<file path="config.mk">
export PLATFORM = sky130hd
export DESIGN_NAME = sig_quad_act
export DESIGN_NICKNAME = d
export VERILOG_FILES = /design/src/rtl/sig_pkg.sv /design/src/rtl/sig_sq_stage.sv /design/src/rtl/sig_mix_stage.sv /design/src/rtl/sig_quad_act.sv
export SDC_FILE = /design/constraint.sdc
export NUM_CORES = 1
export LEC_CHECK = 0
export BUFFER_PORTS_ARGS = -buffer_cell sky130_fd_sc_hd__buf_2
export CAP_MARGIN = 20
export CORE_UTILIZATION = 59
export CTS_BUF_LIST = sky130_fd_sc_hd__clkbuf_4 sky130_fd_sc_hd__clkbuf_8 sky130_fd_sc_hd__clkbuf_16
export CTS_CLUSTER_SIZE = 28
export DETAILED_ROUTE_END_ITERATION = 7
export PLACE_DENSITY = 0.82
export SKIP_LAST_GASP = 1
export SLEW_MARGIN = 10
export SYNTH_ARGS = -nofsm -noshare
export SYNTH_HDL_FRONTEND = slang
export SYNTH_SLANG_ARGS = --single-unit
</file>
<file path="constraint.sdc">
create_clock -name clk -period 6.8 [get_ports clk]
set_input_delay 0.34 -clock clk [delete_from_list [all_inputs] [get_ports clk]]
set_output_delay 0.34 -clock clk [all_outputs]
set_load 0.01 [all_outputs]
</file>
<file path="src/rtl/sig_pkg.sv">
package sig_pkg;
    typedef enum logic [1:0] {
        RGN_LOW  = 2'd0,
        RGN_NEG  = 2'd1,
        RGN_POS  = 2'd2,
        RGN_HIGH = 2'd3
    } region_t;
endpackage

</file>
<file path="src/rtl/sig_sq_stage.sv">
module sig_sq_stage
    import sig_pkg::*;
#(
    parameter int IN_W   = 18,
    parameter int FRAC_W = 13,
    localparam int SQ_W  = FRAC_W + 2
) (
    input  logic signed [IN_W-1:0] x_i,
    output region_t                region_o,
    output logic [SQ_W-1:0]        sq_o
);
    localparam logic signed [IN_W-1:0] LIM_P = IN_W'(4 << FRAC_W);
    localparam logic signed [IN_W-1:0] LIM_N = -LIM_P;
    localparam logic signed [IN_W:0]   ONE_S = (IN_W+1)'(1 << FRAC_W);

    logic signed [IN_W-1:0]   quarter;
    logic signed [IN_W:0]     q_ext;
    logic signed [IN_W:0]     t_s;
    logic [FRAC_W:0]          t_u;
    logic [2*FRAC_W+1:0]      prod;

    always_comb begin
        quarter = x_i >>> 2;
        q_ext   = {quarter[IN_W-1], quarter};
        if (x_i >= LIM_P) begin
            region_o = RGN_HIGH;
            t_s      = '0;
        end else if (x_i <= LIM_N) begin
            region_o = RGN_LOW;
            t_s      = '0;
        end else if (x_i[IN_W-1]) begin
            region_o = RGN_NEG;
            t_s      = ONE_S + q_ext;
        end else begin
            region_o = RGN_POS;
            t_s      = ONE_S - q_ext;
        end
        t_u  = t_s[FRAC_W:0];
        prod = t_u * t_u;
        sq_o = prod[2*FRAC_W+1:FRAC_W];
    end
endmodule

</file>
<file path="src/rtl/sig_mix_stage.sv">
module sig_mix_stage
    import sig_pkg::*;
#(
    parameter int FRAC_W = 13,
    localparam int SQ_W  = FRAC_W + 2,
    localparam int OUT_W = FRAC_W + 1
) (
    input  region_t          region_i,
    input  logic [SQ_W-1:0]  sq_i,
    output logic [OUT_W-1:0] y_o
);
    localparam logic [SQ_W-1:0] ONE = SQ_W'(1 << FRAC_W);

    logic [SQ_W-1:0] half;
    logic [SQ_W-1:0] raw;

    always_comb begin
        half = sq_i >> 1;
        unique case (region_i)
            RGN_HIGH: raw = ONE;
            RGN_POS:  raw = (half > ONE) ? '0 : ONE - half;
            RGN_NEG:  raw = half;
            default:  raw = '0;
        endcase
        y_o = (raw > ONE) ? ONE[OUT_W-1:0] : raw[OUT_W-1:0];
    end
endmodule

</file>
<file path="src/rtl/sig_quad_act.sv">
module sig_quad_act
    import sig_pkg::*;
#(
    parameter int IN_W   = 18,
    parameter int FRAC_W = 13,
    localparam int SQ_W  = FRAC_W + 2,
    localparam int OUT_W = FRAC_W + 1
) (
    input  logic                   clk,
    input  logic                   rst_n,
    input  logic                   net_vld_i,
    input  logic signed [IN_W-1:0] net_i,
    output logic                   act_vld_o,
    output logic [OUT_W-1:0]       act_o
);
    localparam logic signed [IN_W-1:0] LIM_P = IN_W'(4 << FRAC_W);
    localparam logic signed [IN_W-1:0] LIM_N = -LIM_P;
    localparam logic [OUT_W-1:0]       ONE   = OUT_W'(1 << FRAC_W);
    localparam logic [OUT_W-1:0]       HALF  = OUT_W'(1 << (FRAC_W - 1));

    typedef struct packed {
        logic             v1;
        region_t          r1;
        logic [SQ_W-1:0]  sq1;
        logic             v2;
        logic [OUT_W-1:0] y2;
    } pipe_t;

    pipe_t            pipe_d, pipe_q;
    region_t          rgn_c;
    logic [SQ_W-1:0]  sq_c;
    logic [OUT_W-1:0] y_c;

    sig_sq_stage #(.IN_W(IN_W), .FRAC_W(FRAC_W)) sq_i (
        .x_i      (net_i),
        .region_o (rgn_c),
        .sq_o     (sq_c)
    );

    sig_mix_stage #(.FRAC_W(FRAC_W)) mix_i (
        .region_i (pipe_q.r1),
        .sq_i     (pipe_q.sq1),
        .y_o      (y_c)
    );

    always_comb begin
        pipe_d    = pipe_q;
        pipe_d.v1 = net_vld_i;
        if (net_vld_i) begin
            pipe_d.r1  = rgn_c;
            pipe_d.sq1 = sq_c;
        end
        pipe_d.v2 = pipe_q.v1;
        if (pipe_q.v1) begin
            pipe_d.y2 = y_c;
        end
    end

    always_ff @(posedge clk) begin
        if (!rst_n) begin
            pipe_q <= '0;
        end else begin
            pipe_q <= pipe_d;
        end
    end

    assign act_vld_o = pipe_q.v2;
    assign act_o     = pipe_q.y2;

    AST_LAT_VALID: assert property (@(posedge clk) disable iff (!rst_n)
        net_vld_i |-> ##2 act_vld_o);
    AST_NO_SPURIOUS: assert property (@(posedge clk) disable iff (!rst_n)
        !net_vld_i |-> ##2 !act_vld_o);
    AST_SAT_HIGH: assert property (@(posedge clk) disable iff (!rst_n)
        (net_vld_i && net_i >= LIM_P) |-> ##2 (act_o == ONE));
    AST_SAT_LOW: assert property (@(posedge clk) disable iff (!rst_n)
        (net_vld_i && net_i <= LIM_N) |-> ##2 (act_o == '0));
    AST_ZERO_HALF: assert property (@(posedge clk) disable iff (!rst_n)
        (net_vld_i && net_i == '0) |-> ##2 (act_o == HALF));
    AST_OUT_RANGE: assert property (@(posedge clk) disable iff (!rst_n)
        act_vld_o |-> (act_o <= ONE));
    AST_HOLD_IDLE: assert property (@(posedge clk) disable iff (!rst_n)
        !act_vld_o |-> $stable(act_o));
endmodule

</file>
Yosys cells after proc, flatten, opt, wreduce, memory -nomap -nowiden
Index checks and enable logic that the tools add are counted.

storage, ports and cells
  register bits = 33
  input port bits = 21
  output and inout port bits = 15
  logic and storage cells = 25

cells by class
  add/sub/neg operators = 3
  $mul = 1
  $lt $le $gt $ge = 4
  eq/ne operators = 3
  mux-type cells = 9

operators with widths
  cell                                                                                    number
  14-bit two-way mux                                                                      4
  15-bit one-hot mux with 3 select lines                                                  1
  14-bit by 14-bit multiplier with 28-bit output                                          1
  18-bit by 17-bit greater-or-equal comparator with 1-bit output (second input constant)  1
  18-bit by 16-bit less-or-equal comparator with 1-bit output (second input constant)     1
  15-bit by 14-bit greater-than comparator with 1-bit output (second input constant)      1
  15-bit two-way mux                                                                      1
  14-bit by 14-bit subtractor with 15-bit output (first input constant)                   1
  14-bit adder (first input constant)                                                     1
  14-bit greater-than comparator (second input constant)                                  1
  14-bit subtractor (first input constant)                                                1
  2-bit two-way mux                                                                       3
  2-bit equality test (second input constant)                                             2
  2-bit by 1-bit equality test with 1-bit output (second input constant)                  1

Logic depth before layout (Yosys ltp)
  word-level depth = 5
  gate-level depth with buffers = 32
  mapped depth without buffers = 30

Modules after synthesis
A second synthesis with hierarchy kept.

second synthesis, totals
  cells, all modules = 881
  area, all modules = 7703.6 sq um

by module, submodules not included
  module         instances  cells each  area each (sq um)  sequential area each (sq um)
  sig_sq_stage   1          680         5851.9             0.0
  sig_quad_act   1          118         1352.5             660.6
  sig_mix_stage  1          83          499.2              0.0

Least setup slack after synthesis
OpenSTA, ideal clock, no wires.

  path kind = input-to-reg
  from = in net_i[2]
  to = reg pipe_q[29] in the netlist's numbering
  setup time = 0.079 ns
  data arrival time = 7.025 ns
  data required time = 6.721 ns
  setup slack = -0.304 ns
  cell stages on the path = 31
  buffers on the path = 2
  cells stage by stage = clkbuf_1 inv_1 ha_1 nor4b_2 nand4_2 nand2_1 nand2b_1 clkbuf_1 nand2_1 inv_1 nand2_1 inv_1 fa_1 inv_1 fa_1 inv_1 fa_1 fa_1 fa_1 inv_1 fa_1 inv_1 ha_1 a211o_1 a21oi_1 a211oi_1 o21ai_0 o221ai_1 or2_1 a2111o_1 o211ai_1

between the ends
  longest elaborated chain between the ends = 5
  elaborated cells between the ends (all ways) = 8
  classes of those cells = add/sub (2); mul (1); order compare (2); mux (3)

ends and longest elaborated chain
  element                                            line                                    text
  start: declaration                                 sig_quad_act.sv:12                      input logic signed [IN_W-1:0] net_i,
  14-bit subtractor or 14-bit adder (tied branches)  sig_sq_stage.sv:36, sig_sq_stage.sv:33
  14-bit two-way mux                                 sig_sq_stage.sv:31                      end else if (x_i[IN_W-1]) begin
  14-bit two-way mux                                 sig_sq_stage.sv:28                      end else if (x_i <= LIM_N) begin
  14-bit two-way mux *                               sig_sq_stage.sv:25                      if (x_i >= LIM_P) begin
  14-bit by 14-bit multiplier with 28-bit output *   sig_sq_stage.sv:39                      prod = t_u * t_u;
  end signal: assignment                             sig_quad_act.sv:63                      pipe_q <= pipe_d;
  end: declaration                                   sig_quad_act.sv:29                      pipe_t pipe_d, pipe_q;

Mark *: on every way between the ends. The rest lies on a longest branch, timed or not.
A chain may end at the register's enable or synchronous reset.

Final worst setup path
  from = in net_i[2]
  to = reg pipe_q[20] in the netlist's numbering

The elaborated chain is that of the path after synthesis.

==> impl_metrics.toml <==
[placed_design]
hpwl_mm = 17.5
place_ws_ns = -0.487
io_buffers = 35
gp_congestion = 1.02
placed_area_sq_mm = 0.00896

[pwr]
switchingPower_mw = 0.972
power_frac_comb = 0.745
clkPwrFrac = 0.114
power.internal_mw = 1.03
p_leak_nw = 5.11
seqPwrFrac = 0.141
powerDensity_mw_per_mm2 = 211
power_mw = 2.00
swShare = 0.485
peakVddDrop_v = 0.000137

[layout]
nets = 1318
layout_common_cells = "inv_1 (175), buf_4 (150), fa_1 (113), nand2_1 (100), ha_1 (83)"
stdcell_area_sq_mm = 0.00952
drive_gt1_frac = 0.258
n_antenna_cell = 0
syn_to_final_growth_pct = 25.8
layout_commonest_cell = "inv_1"

[detailed_routing]
viasPerCell = 5.65
dr.pass1.iters = 8
drc_errors = 1
antenna_left = 0
drt_iter0_drc = 565
num_vias = 7151
finalWirelength_mm = 21.6
wl_per_cell_um = 17.1

[synthesis]
synth_compound_area_frac = 0.123
yosysWarnings = 0
synth_top_family_by_area = "adder cells"
syn_avg_cell_area_sq_um = 8.32
yosys.area_share.simple = 0.172
synth_seq_cells = 32
seq_area_frac_synth = 0.0847
synth.distinct_cells = 75
muxShareOfSynthArea = 0.00810
async_flop_share = 0
synthXorXnorAreaFrac = 0.0498
synth_cells = 910
synthFlopType = "dfxtp_1"
synth_edf_count = 0
synthesis.area_sq_mm = 0.00757
synth-adder-area-share = 0.454

[setup_path]
cpMostUsedCell = "fa_1"
crit_path_end_kind = "flop"
path_max_fanout = 4
crit_slowest_cell = "fa_1"
path_buf_inv = 7
max_stage_delay_ns = 0.56
cp.required_ns = 6.94
worstSetupStartpointType = "input port"
crit_arrival_ns = 6.90
worstSetupPathType = "in2reg"
crit_family = "adder cells"

[floorplanning]
die-width_um = 115
std_cell_rows = 41
start_util = 0.602
die_h_um = 115
design.core.area_sq_mm = 0.0126
die_area_sq_mm = 0.0133
io_pins = 36

[global_route]
grt_max_degree = 23
grt_overflow_total = 0
antenna_found_initial = 0
grt_pass1_vias = 6918
grt_usage = 0.327
grt_pass1_wl_mm = 33.2

[sta]
tightestPinTransition_ns = 0.995
layout_setup_ws_ns = 0.0362
hold_slack_ns = 0.435
drv_slew = 0
hold_viol = 0
fin_crit_sh = 0.995
tns_ns = 0
slew_headroom = 0.337
setup_viol = 0
finClkSkew_ns = 0.00313
fmax_mhz = 148
fin_crit_ns = 6.76

[clocking]
cts_max_level = 2
cts_tree = "done"
hold_buffers = 0
cts.path.max_buffers = 2
clk_latency_ns = 0.27
cts_sinks = 32
ctsRootBufferMaster = "clkbuf_16"
numCtsBuffers = 5
clkTransAtPathRegs_ns = 0.05

[status]
violations = "DRC"
status = "finished, violations left"

[flow_run]
cap_violations = 0

[hold_path]
min_path_type = "in2reg"
[state kept, by name (all words and copies together) (netlist names)]
name,count
pipe_d,1
act_o,14
pipe_q,16
act_vld_o,1
[per-layer routing]
layer  share of wire  global-route usage  up-vias
li1                -                   -     3282
met2            0.49               0.551      377
met1            0.39               0.434     3409
met3           0.080              0.0517       83
met5               0                   0        -
met4           0.040              0.0952        0
[synth_stat cells, types with 5 or more instances]
| master | n | area share |
|---|---|---|
| mux2i_1 | 5 | 0.0066 |
| nor2_1 | 76 | 0.038 |
| xnor2_1 | 30 | 0.035 |
| nand3_1 | 8 | 0.0053 |
| a211oi_1 | 7 | 0.0069 |
| clkbuf_1 | 14 | 0.0069 |
| a211o_1 | 5 | 0.0058 |
| a21oi_1 | 35 | 0.023 |
| nor2b_1 | 6 | 0.0050 |
| o21ai_1 | 9 | 0.0060 |
| a21o_1 | 8 | 0.0079 |
| dfxtp_1 | 32 | 0.085 |
| inv_1 | 187 | 0.093 |
| nor3_1 | 18 | 0.012 |
| a31oi_1 | 5 | 0.0041 |
| nand2_1 | 113 | 0.056 |
| o21ai_0 | 25 | 0.017 |
| xor2_1 | 13 | 0.015 |
| fa_1 | 116 | 0.31 |
| ha_1 | 89 | 0.15 |
| nand4_1 | 8 | 0.0066 |
[repair_timing]
item,in CTS,in global routing
gates resized for setup,11,66
buffers inserted,5,9
pin swaps,15,47
hold endpoints to repair,0,0
setup endpoints to repair,8,11
[power groups by stage]
stage	registers [mW]	clock network, mW	logic (mW)
global placement	0.278	0	1.30
detailed placement	0.281	0	1.34
floorplan	0.247	0	0.963
finish	0.282	0.229	1.49
CTS	0.279	0.228	1.37
global route	0.286	0.240	1.64
[kinds of logic (layout without fill, tap and decap cells)]
family,after synthesis,in the layout
adder cells (fa/ha/maj),205,205
flip-flops,32,32
XOR/XNOR,43,43
AND/OR/NAND/NOR,272,272
AO/OA/AOI/OAI,139,139
other,2,11
buffers and inverters,211,385
multiplexers,6,6
[through the flow]
step / utilization / cells
after floorplan: - / 919
after global placement: 0.713 / 1243
after detailed placement: 0.713 / 1243
after CTS: 0.732 / 1256
after global routing: 0.758 / 1265
final: 0.758 / 1265
[area by class of cell]
cell class,instances,area [sq um]
Multi-Input combinational cell,676,6460
Fill cell,907,3050
Timing Repair Buffer,188,1340
Inverter,189,712
Sequential cell,32,641
Tap cell,172,215
Clock buffer,8,154
[final timing paths]
check / startpoint / end / slack (ns) / cells past startpoint
setup reg to reg: pipe_q[21] / act_o[1] / 3.62 / 8
hold reg to reg: act_o[2] / act_o[2] / 0.45 / 2
setup / recovery: net_i[2] / pipe_q[20] / 0.04 / 28
hold / removal: rst_n / pipe_q[27] / 0.43 / 2
No activity file was read; power rests on OpenSTA's default activity.
